$ cat config.mk
export PLATFORM = sky130hd
export DESIGN_NAME = kbc_host_mailbox
export DESIGN_NICKNAME = d
export VERILOG_FILES = /design/src/rtl/kbc_pkg.sv /design/src/rtl/kbc_mbox_slot.sv /design/src/rtl/kbc_status_reg.sv /design/src/rtl/kbc_host_mailbox.sv
export SDC_FILE = /design/constraint.sdc
export NUM_CORES = 1
export LEC_CHECK = 0
export BUFFER_PORTS_ARGS = -buffer_cell sky130_fd_sc_hd__buf_2
export CAP_MARGIN = 20
export CORE_UTILIZATION = 41
export CTS_CLUSTER_DIAMETER = 80
export DETAILED_ROUTE_END_ITERATION = 6
export PLACE_DENSITY_LB_ADDON = 0.2
export SLEW_MARGIN = 20
export SYNTH_ARGS = -nofsm -noshare
export SYNTH_HDL_FRONTEND = slang
export SYNTH_HIERARCHICAL = 1
export SYNTH_SLANG_ARGS = --single-unit
$ cat constraint.sdc
create_clock -name clk_i -period 0.8 [get_ports clk_i]
set_input_delay 0 -clock clk_i [delete_from_list [all_inputs] [get_ports clk_i]]
set_output_delay 0 -clock clk_i [all_outputs]
set_load 0.01 [all_outputs]
$ cat src/rtl/kbc_pkg.sv
package kbc_pkg;
  localparam int unsigned DATA_W  = 8;
  localparam int unsigned OBF_BIT = 0;
  localparam int unsigned IBF_BIT = 1;
  localparam int unsigned CD_BIT  = 3;
  // bits free for firmware use
  localparam logic [DATA_W-1:0] USER_MASK = 8'hF4;
  typedef logic [DATA_W-1:0] kbc_byte_t;
endpackage

$ cat src/rtl/kbc_mbox_slot.sv
module kbc_mbox_slot #(
  parameter int unsigned W = 8
) (
  input  logic         clk_i,
  input  logic         rst_ni,
  input  logic         load_i,
  input  logic [W-1:0] data_i,
  input  logic         take_i,
  output logic [W-1:0] data_o,
  output logic         full_o
);
  always_ff @(posedge clk_i or negedge rst_ni) begin
    if (!rst_ni) begin
      data_o <= '0;
      full_o <= 1'b0;
    end else begin
      if (load_i) data_o <= data_i;
      // load wins over a same-cycle take
      if (load_i)      full_o <= 1'b1;
      else if (take_i) full_o <= 1'b0;
    end
  end


  load_sets_full_chk: assert property (@(posedge clk_i) disable iff (!rst_ni)
    load_i |=> full_o && data_o == $past(data_i));

  take_clears_chk: assert property (@(posedge clk_i) disable iff (!rst_ni)
    take_i && !load_i |=> !full_o);

  data_hold_chk: assert property (@(posedge clk_i) disable iff (!rst_ni)
    !load_i |=> $stable(data_o));
endmodule

$ cat src/rtl/kbc_status_reg.sv
module kbc_status_reg
  import kbc_pkg::*;
#(
  parameter int unsigned W = DATA_W
) (
  input  logic         clk_i,
  input  logic         rst_ni,
  input  logic         host_wr_i,
  input  logic         host_addr_i,
  input  logic         cpu_st_wr_i,
  input  logic [W-1:0] cpu_wdata_i,
  output logic [W-1:0] user_o,
  output logic         cd_o
);
  always_ff @(posedge clk_i or negedge rst_ni) begin
    if (!rst_ni)        cd_o <= 1'b0;
    else if (host_wr_i) cd_o <= host_addr_i;
  end

  for (genvar i = 0; i < W; i++) begin : g_bit
    if (USER_MASK[i]) begin : g_user
      logic q;
      always_ff @(posedge clk_i or negedge rst_ni) begin
        if (!rst_ni)          q <= 1'b0;
        else if (cpu_st_wr_i) q <= cpu_wdata_i[i];
      end
      assign user_o[i] = q;
    end else begin : g_fixed
      assign user_o[i] = 1'b0;
    end
  end


  cd_capture_chk: assert property (@(posedge clk_i) disable iff (!rst_ni)
    host_wr_i |=> cd_o == $past(host_addr_i));

  cd_hold_chk: assert property (@(posedge clk_i) disable iff (!rst_ni)
    !host_wr_i |=> $stable(cd_o));

  user_write_chk: assert property (@(posedge clk_i) disable iff (!rst_ni)
    cpu_st_wr_i |=> user_o == ($past(cpu_wdata_i) & USER_MASK));
endmodule

$ cat src/rtl/kbc_host_mailbox.sv
module kbc_host_mailbox
  import kbc_pkg::*;
(
  input  logic       clk_i,
  input  logic       rst_ni,
  input  logic       host_wr_i,
  input  logic       host_rd_i,
  input  logic       host_addr_i,
  input  logic [7:0] host_wdata_i,
  output logic [7:0] host_rdata_o,
  input  logic       cpu_wr_i,
  input  logic       cpu_rd_i,
  input  logic       cpu_addr_i,
  input  logic [7:0] cpu_wdata_i,
  output logic [7:0] cpu_rdata_o,
  input  logic       host_irq_en_i,
  input  logic       cpu_irq_en_i,
  output logic       host_irq_o,
  output logic       cpu_irq_o
);
  kbc_byte_t in_buf, out_buf, user_bits, status;
  logic      ibf, obf, cd;
  logic      cpu_dat_wr, cpu_st_wr, cpu_dat_rd, host_dat_rd;

  assign cpu_dat_wr  = cpu_wr_i & ~cpu_addr_i;
  assign cpu_st_wr   = cpu_wr_i &  cpu_addr_i;
  assign cpu_dat_rd  = cpu_rd_i & ~cpu_addr_i;
  assign host_dat_rd = host_rd_i & ~host_addr_i;

  kbc_mbox_slot #(.W(DATA_W)) u_in (
    .clk_i, .rst_ni,
    .load_i (host_wr_i),
    .data_i (host_wdata_i),
    .take_i (cpu_dat_rd),
    .data_o (in_buf),
    .full_o (ibf)
  );

  kbc_mbox_slot #(.W(DATA_W)) u_out (
    .clk_i, .rst_ni,
    .load_i (cpu_dat_wr),
    .data_i (cpu_wdata_i),
    .take_i (host_dat_rd),
    .data_o (out_buf),
    .full_o (obf)
  );

  kbc_status_reg #(.W(DATA_W)) u_st (
    .clk_i, .rst_ni,
    .host_wr_i   (host_wr_i),
    .host_addr_i (host_addr_i),
    .cpu_st_wr_i (cpu_st_wr),
    .cpu_wdata_i (cpu_wdata_i),
    .user_o      (user_bits),
    .cd_o        (cd)
  );

  always_comb begin
    status          = user_bits;
    status[OBF_BIT] = obf;
    status[IBF_BIT] = ibf;
    status[CD_BIT]  = cd;
  end

  assign host_rdata_o = host_addr_i ? status : out_buf;
  assign cpu_rdata_o  = cpu_addr_i  ? status : in_buf;
  assign host_irq_o   = obf & host_irq_en_i;
  assign cpu_irq_o    = ibf & cpu_irq_en_i;


  host_take_drops_irq_chk: assert property (@(posedge clk_i) disable iff (!rst_ni)
    host_dat_rd && !cpu_dat_wr |=> !host_irq_o);

  status_read_no_effect_chk: assert property (@(posedge clk_i) disable iff (!rst_ni)
    host_rd_i && host_addr_i && !cpu_wr_i |=> $stable(obf));

  flags_kept_chk: assert property (@(posedge clk_i) disable iff (!rst_ni)
    cpu_st_wr && !host_wr_i && !cpu_rd_i && !host_rd_i |=> $stable(ibf) && $stable(obf) && $stable(cd));
endmodule

==> results of run 1 <==
[where the power goes]
group	internal [mW]	switching, mW	leakage (nW)
sequential	1.36	0.0965	0.279
combinational	0.721	0.337	0.622
clock	0.175	0.314	0.0138
[cell usage in the layout, fill, tap and decap left out]
cell,n
a21o_2,2
and2_1,2
and2_2,1
and2b_1,1
and2b_2,2
buf_2,27
buf_4,6
buf_6,16
clkbuf_4,3
dfrtp_1,24
dlygate4sd3_1,17
inv_1,2
mux2_2,6
mux2_4,32
[metal layers]
metal  GRT usage (%)  vias to the layer above
met5               0                        -
met2            28.4                       23
met4            4.18                        0
li1                -                      397
met3            2.72                        2
met1            21.8                      388
[worst min-delay path by stage]
| stage | start | to |
|---|---|---|
| 3_5_place_dp | rst_ni | u_st/cd_o$_DFFE_PN0P_ |
| 6_report | host_rd_i | u_out/full_o$_DFFE_PN0P_ |
| 3_3_place_gp | rst_ni | u_st/cd_o$_DFFE_PN0P_ |
| 5_1_grt | host_rd_i | u_out/full_o$_DFFE_PN0P_ |
| 2_1_floorplan | rst_ni | u_in/data_o[0]$_DFFE_PN0P_ |
| 4_1_cts | host_rd_i | u_out/full_o$_DFFE_PN0P_ |
[critical path, stage by stage, from the launching register on]
cell and delay (ns):
dfrtp_1 0.42, mux2_4 0.28, buf_6 0.12
[flip-flops by register name, indices dropped and copies added, names as in the netlist]
register             count
u_in/full_o              1
u_out/full_o             1
u_in/data_o              8
u_out/data_o             8
u_st/cd_o                1
u_st/g_bit.g_user.q      5
[through the flow]
stage | total power, mW | hold WS (ns) | util [%] | worst slack [ns]
final | 3.01 | 0.111 | 63.5 | -0.311
after global routing | 3.22 | 0.104 | 63.5 | -0.384
after CTS | 3.02 | 0.103 | 63.1 | -0.330
after detailed placement | 2.23 | -0.00238 | 51.2 | -0.185
after global placement | 2.21 | 0.000539 | 51.2 | -0.147
after floorplan | 2.02 | -0.296 | - | -0.0848
[layout make-up]
| type | instances | area (um2) | area share (%) |
|---|---|---|---|
| Sequential cell | 24 | 601 | 33.2 |
| Multi-Input combinational cell | 46 | 611 | 33.7 |
| Tap cell | 31 | 38.8 | 2.14 |
| Clock buffer | 3 | 22.5 | 1.24 |
| Inverter | 2 | 7.51 | 0.415 |
| Timing Repair Buffer | 66 | 531 | 29.3 |
[repair_timing]
| item | in CTS | in global routing |
|---|---|---|
| resized for setup | 22 | 3 |
| setup buffers | 3 | 1 |
| hold buffers | 17 | 0 |
| setup endpoints to repair | 18 | 25 |
| hold endpoints to repair | 45 | 0 |
| pin swaps | 0 | 1 |
| cloned | 0 | 0 |
==> reports/results.ini, run 1 <==
[clock_network]
root_buffer=clkbuf_4
h-tree-depth=1
cts_sinks=24
cts_buffers=3
cts_tree=done
clk_latency_ns=0.29
clk_pin_slew_worst_paths_ns=0.11
cts_buffer_depth=2

[power_and_ir_drop]
ir_drop_v=0.000905
power-per-cell-area_mw_per_mm2=1660
power.leakage_nw=0.915

[timing]
rsz0062_at_grt=yes
hold_viol=0
clock_skew_ns=0
period_minus_slack_ns=1.11
worst_pin_slew_ns=0.321
slew_headroom_pct=78.6
slew_viol_final=0
post-route-period-util_pct=139
final-setup-viol-count=21
tns_ns=-5.46
fmax_mhz=900
fin_ws_ns=-0.311

[cells_and_area]
nNetsFinal=169
finish.instance_area_mm2=0.00181
stdcell_count=172
fillers=224
syn_to_final_growth_pct=42.8
antenna_cells=0
drive_above_1_share_pct=67.4

[critical_path]
critPathCapture=host_rdata_o[6]
crit_required_ns=0.80
reg2reg_slack_ns=-0.11
end_kind=output pin
startpoint_type=flop
rr_startpoint=u_in/data_o[4]$_DFFE_PN0P_
path_max_fanout=3
reg2regPathDepth=2
cp_data_arrival_time_ns=1.11
startpoint=u_st/g_bit[6].g_user.q$_DFFE_PN0P_
path_class=flop to output pin
r2r_end=u_in/data_o[4]$_DFFE_PN0P_

[placed_design]
dpl-instance-area_mm2=0.00146
place_hpwl_mm=1.67
placed_cells=149
port_buffers=43
gp_congestion=0.708

[logic_synthesis]
syn_area_mm2=0.00127
syn-num-nets=107
synthCells=81
synth_area_per_cell_um2=15.6
yosysWarnings=6

[global_route]
grt_pass1_vias=860
grt_use_total_pct=16.6
antenna_found_initial=0
grt_max_degree=25
grt_pass1_wl_mm=4.08
overflow=0

[route]
route.top_layer_used=met4
wl_met3_um=92
routedWlPerCell_um=14.3
wl_met2_mm=1.28
wl_mm=2.47
firstDrtPassIters=5
wl_met1_mm=1.07
drt-vias-per-instance=4.71
drt-initial-drc-count=16
route.antenna.remaining_nets=0
drc_errors=4
vias=810

[hold_path]
min_path_type=input port to flop
whs_path_depth=4

[floorplan]
dieArea_mm2=0.00332
die_w_um=57.6
initial_core_util_pct=44.4
fp-row-count=19
core_area_mm2=0.00285
die_height_um=57.6
io_pins=44

[status]
violations=design-rule violations, negative setup slack
status=complete, but fails checks

[run]
maxCapViolations=0

Power figures use the tool's default switching activity.
==> inputs of run 2 (changes only) <==
- ABC_AREA: unset -> 1
==> reports/results.ini, run 2 <==
[global_route]
overflow=0  ; unchanged
grt_use_total_pct=18.8  ; +2.2 points
grt_pass1_wl_mm=4.72  ; +16%
grt_max_degree=25  ; unchanged
antenna_found_initial=0  ; unchanged
grt_pass1_vias=1157  ; +35%

[clock_network]
clk_latency_ns=0.31  ; +0.02 ns
cts_sinks=24  ; unchanged
cts_buffers=3  ; unchanged
cts_tree=done
root_buffer=clkbuf_4
h-tree-depth=1  ; unchanged
clk_pin_slew_worst_paths_ns=0.13  ; +0.02 ns
cts_buffer_depth=2  ; unchanged

[critical_path]
path_class=flop to output pin
reg2reg_slack_ns=0.02  ; +0.13 ns
startpoint=u_st/g_bit[7].g_user.q$_DFFE_PN0P_
cp_data_arrival_time_ns=1.00  ; -0.11 ns
crit_buf_inv=1  ; unchanged
cpMostUsedCell=nand2_1
crit_family=flip-flops
reg2regPathDepth=3  ; +1
startpoint_type=flop
end_kind=output pin
r2r_end=u_out/full_o$_DFFE_PN0P_
critPathCapture=host_rdata_o[7]
rr_startpoint=u_out/full_o$_DFFE_PN0P_
critPathMaxStageDelay_ns=0.42  ; about the same
path_max_fanout=3  ; unchanged
crit_chain=nand2_1, nand2_1, buf_2
cpMaxStageDelayCell=dfrtp_1
path_depth=3  ; +1
crit_required_ns=0.80  ; about the same

[route]
route.antenna.remaining_nets=0  ; unchanged
drc_errors=0  ; -4
firstDrtPassIters=4  ; -1
wl_mm=2.70  ; +9.4%
drt-vias-per-instance=4.44  ; -5.7%
vias=1173  ; +45%
routedWlPerCell_um=10.2  ; -29%
drt-initial-drc-count=39  ; +23

[cells_and_area]
layout_common_cells=nand2_1 (120), buf_2 (42), dfrtp_1 (24)
largestRegisters=u_in/data_o: 8 flops, u_out/data_o: 8 flops, u_st/g_bit.g_user.q: 5 flops
fillers=267  ; +19%
mostFrequentLayoutCell=nand2_1
antenna_cells=0  ; unchanged
fin_util_pct=60.8  ; -2.7 points
syn_to_final_growth_pct=39.9
stdcell_count=264  ; +53%
drive_above_1_share_pct=24.0  ; -43 points
ff_latch_area_um2=601  ; unchanged
nNetsFinal=260  ; +54%
multi_input_area_um2=468  ; -23%

[logic_synthesis]
syn-num-nets=197  ; +84%
syn_area_mm2=0.00120  ; -5.5%
synth_area_per_cell_um2=7.00  ; -55%
yosysWarnings=6  ; unchanged
synthCells=171  ; +110%

[placed_design]
pre_cts_ws_ns=0.0584  ; +0.243 ns
port_buffers=43  ; unchanged
gp_congestion=0.742  ; +4.7%
placed_cells=238  ; +60%
place_hpwl_mm=1.93  ; +16%

[timing]
final-setup-viol-count=18  ; -14%
period_minus_slack_ns=0.998  ; -0.112 ns
clock_skew_ns=0  ; unchanged
rsz0062_at_grt=yes
slew_headroom_pct=64.5  ; -14 points
hold_viol=0  ; unchanged
slew_viol_final=0  ; unchanged
post-route-period-util_pct=125  ; -14 points
fmax_mhz=1000  ; +11%
fin_ws_ns=-0.198  ; +0.112 ns
worst_pin_slew_ns=0.533  ; +0.212 ns

[status]
status=complete, but fails checks
violations=negative setup slack

[power_and_ir_drop]
power-per-cell-area_mw_per_mm2=1760  ; +5.9%
ir_drop_v=0.00114  ; +26%
power.leakage_nw=1.03  ; +12%

[hold_path]
min_path_type=input port to flop
whs_path_depth=6  ; +2

[floorplan]
die_w_um=56.0  ; -2.7%
dieArea_mm2=0.00314  ; -5.3%
fp-row-count=19  ; unchanged
initial_core_util_pct=43.4  ; -1.0 points
die_height_um=56.0  ; -2.7%
core_area_mm2=0.00276  ; -3.3%
io_pins=44  ; unchanged

[run]
maxCapViolations=0  ; unchanged

==> run 2: report_power, final <==
part | switching (mW) | internal (mW)
Sequential | 0.0813 | 1.34
Clock | 0.358 | 0.506
Combinational | 0.345 | 0.314
Total | 0.785 | 2.16
==> run 2: how the worst min path moves through the flow <==
stage | endpoint | startpoint | slack (ns)
after floorplan | u_in/data_o[0]$_DFFE_PN0P_ | rst_ni | -0.30
after global placement | u_out/data_o[0]$_DFFE_PN0P_ | rst_ni | 0.007
after detailed placement | u_out/full_o$_DFFE_PN0P_ | rst_ni | 0.01
after CTS | u_out/full_o$_DFFE_PN0P_ | host_rd_i | 0.02
after global routing | u_out/full_o$_DFFE_PN0P_ | host_rd_i | 0.06
final | u_out/full_o$_DFFE_PN0P_ | host_rd_i | 0.03
==> run 2: area by class of cell <==
type	instances	area share, %
well taps	31	2.32
repair buffers	67	27.5
flip-flops and latches	24	35.8
clock buffers	3	1.34
multi-input cells	124	27.9
inverters	14	3.29
clock inverters	1	1.79
==> run 2: metal layers <==
layer / track usage [%] / part of all wire [%]
met5: 0 / 0
met4: 5.23 / 0.48
met3: 3.72 / 4.5
met2: 33.3 / 49
met1: 23.1 / 46
==> run 2: through the flow <==
| stage | power (mW) | area, um2 | hold WS, ns | setup TNS (ns) |
|---|---|---|---|---|
| after floorplan | 1.81 | 1200 | -0.296 | 0 |
| after global placement | 2.00 | 1400 | 0.00711 | 0 |
| after detailed placement | 2.02 | 1400 | 0.0113 | 0 |
| after CTS | 2.97 | 1660 | 0.0166 | -3.58 |
| after global routing | 3.12 | 1680 | 0.0617 | -4.31 |
| final | 2.95 | 1680 | 0.0324 | -3.22 |
==> run 2: timing repair <==
item	in CTS	in global routing
setup buffers	1	1
pin swaps	20	6
hold buffers	20	0
endpoints found under the setup margin	18	26
endpoints found under the hold margin	47	0
resized for setup	0	3
==> run 2: worst reg2reg max path, stage by stage (launching register included) <==
cell     delay, ns
dfrtp_1       0.43
buf_4         0.15
nand2_2       0.05
nand2_1       0.05
==> inputs of run 3 (changes only) <==
- CORE_MARGIN: unset -> 3
==> reports/results.ini, run 3 (synthesis gave the netlist of run 2 again) <==
[route]
drc_errors=0  ; unchanged
route.antenna.remaining_nets=0  ; unchanged
routedWlPerCell_um=11.1  ; +8.6%
firstDrtPassIters=4  ; unchanged
drt-initial-drc-count=32  ; -18%
vias=1182  ; +0.77%
wl_mm=2.90  ; +7.4%
drt-vias-per-instance=4.53  ; +1.9%

[timing]
rsz0062_at_grt=yes
final-setup-viol-count=18  ; unchanged
fmax_mhz=1000  ; about the same
slew_headroom_pct=63.3  ; -1.2 points
period_minus_slack_ns=0.998  ; +0.000133 ns
fin_ws_ns=-0.198  ; -0.000133 ns
slew_viol_final=0  ; unchanged
worst_pin_slew_ns=0.551  ; +0.0181 ns
clock_skew_ns=0  ; unchanged
hold_viol=0  ; unchanged
post-route-period-util_pct=125  ; about the same

[floorplan]
initial_core_util_pct=45.4  ; +2.0 points
dieArea_mm2=0.00360  ; +15%
die_height_um=60.0  ; +7.1%
die_w_um=60.0  ; +7.1%
io_pins=44  ; unchanged
core_area_mm2=0.00264  ; -4.4%
fp-row-count=18  ; -1

[critical_path]
path_class=flop to output pin
end_kind=output pin
cp_data_arrival_time_ns=1.00  ; about the same
crit_required_ns=0.80  ; about the same
path_max_fanout=4  ; +1
startpoint_type=flop

[status]
violations=negative setup slack
status=complete, but fails checks

[power_and_ir_drop]
power_frac_clock_pct=23.5  ; -5.8 points
switching_share_pct=29.2  ; +2.6 points
p_seq_share_pct=53.0  ; +4.7 points
power-per-cell-area_mw_per_mm2=1660  ; -5.6%
intPower_mw=1.91  ; -12%
p_switching_mw=0.791  ; +0.79%
power.leakage_nw=1.01  ; -2.1%
ir_drop_v=0.00123  ; +7.9%
pwr-share-comb_pct=23.5  ; +1.1 points

[clock_network]
cts_buffer_depth=2  ; unchanged
clk_pin_slew_worst_paths_ns=0.13  ; about the same
cts_setup_buffers=0  ; -1
cts_sinks=24  ; unchanged
h-tree-depth=1  ; unchanged
cts_buffers=3  ; unchanged
clk_latency_ns=0.31  ; about the same
cts_tree=done
root_buffer=clkbuf_4

[global_route]
grt_pass1_vias=1127  ; -2.6%
grt_pass1_wl_mm=4.82  ; +2.1%
antenna_found_initial=0  ; unchanged
overflow=0  ; unchanged
grt_use_total_pct=17.7  ; -1.1 points
grt_max_degree=25  ; unchanged

[run]
maxCapViolations=0  ; unchanged

[placed_design]
port_buffers=43  ; unchanged
gp_congestion=0.798  ; +7.7%
place_hpwl_mm=2.05  ; +6.3%
pre_cts_ws_ns=0.0888  ; +0.0304 ns

[hold_path]
min_path_type=input port to flop

[cells_and_area]
syn_to_final_growth_pct=35.9
nNetsFinal=258  ; -0.77%
largestRegisters=u_in/data_o: 8 flops, u_out/data_o: 8 flops, u_st/g_bit.g_user.q: 5 flops
layout_common_cells=nand2_1 (121), buf_2 (42), dfrtp_1 (24)
fin_util_pct=61.8  ; +1.0 points
antenna_cells=0  ; unchanged
mostFrequentLayoutCell=nand2_1
drive_above_1_share_pct=22.9  ; -1.1 points

-- run 3: what timing repair did --
action / CTS / global route
gates resized for setup: 0 / 2
hold buffers: 20 / 0
setup endpoints to repair: 18 / 26
pin swaps: 23 / 5
hold endpoints to repair: 47 / 0
gates cloned: 0 / 0
-- run 3: worst paths after layout --
path	from	end	slack [ns]	cells past startpoint
worst min-delay path	host_rd_i	u_out/full_o$_DFFE_PN0P_	0.02	6
max in group asynchronous	rst_ni	u_out/data_o[7]$_DFFE_PN0P_	0.24	2
min in group asynchronous	rst_ni	u_out/data_o[0]$_DFFE_PN0P_	0.20	2
worst max register to register	u_in/full_o$_DFFE_PN0P_	u_in/full_o$_DFFE_PN0P_	0.14	2
worst min register to register	u_out/data_o[7]$_DFFE_PN0P_	u_out/data_o[7]$_DFFE_PN0P_	0.49	2
worst max-delay path	u_in/full_o$_DFFE_PN0P_	cpu_rdata_o[1]	-0.20	3
-- run 3: worst max-delay path, cell delays in order, from the launching register on --
cell and delay (ns):
dfrtp_1 0.43, nand2_1 0.08, nand2_1 0.05, buf_2 0.13
-- run 3: per-layer routing --
metal | GRT usage (%) | routed length (um)
met5 | 0 | 0
met4 | 6.96 | 15
met3 | 2.16 | 150
met2 | 30.7 | 1450
met1 | 22.1 | 1290
-- run 3: area by class of cell --
type	instances	area (um2)
Tap cell	30	37.5
Fill cell	257	1010
Sequential cell	24	601
Clock buffer	4	36.3
Timing Repair Buffer	65	433
Multi-Input combinational cell	124	465
Inverter	14	55.1
-- run 3: power by group through the flow --
stage	Sequential (mW)	Clock, mW	Combinational, mW
6_report	1.43	0.636	0.637
5_1_grt	1.45	0.705	0.727
4_1_cts	1.43	0.665	0.640
3_5_place_dp	1.45	0	0.565
3_3_place_gp	1.45	0	0.550
2_1_floorplan	1.42	0	0.384
-- run 3: stage by stage --
step / power (mW) / std cells / hold WS [ns] / cell area (um2) / setup TNS (ns)
6_report: 2.70 / 261 / 0.0170 / 1630 / -3.31
5_1_grt: 2.88 / 261 / 0.0489 / 1630 / -4.42
4_1_cts: 2.73 / 261 / 0.00283 / 1620 / -3.57
3_5_place_dp: 2.02 / 237 / 0.0233 / 1390 / 0
3_3_place_gp: 2.00 / 237 / 0.0126 / 1390 / 0
2_1_floorplan: 1.81 / 171 / -0.296 / 1200 / 0
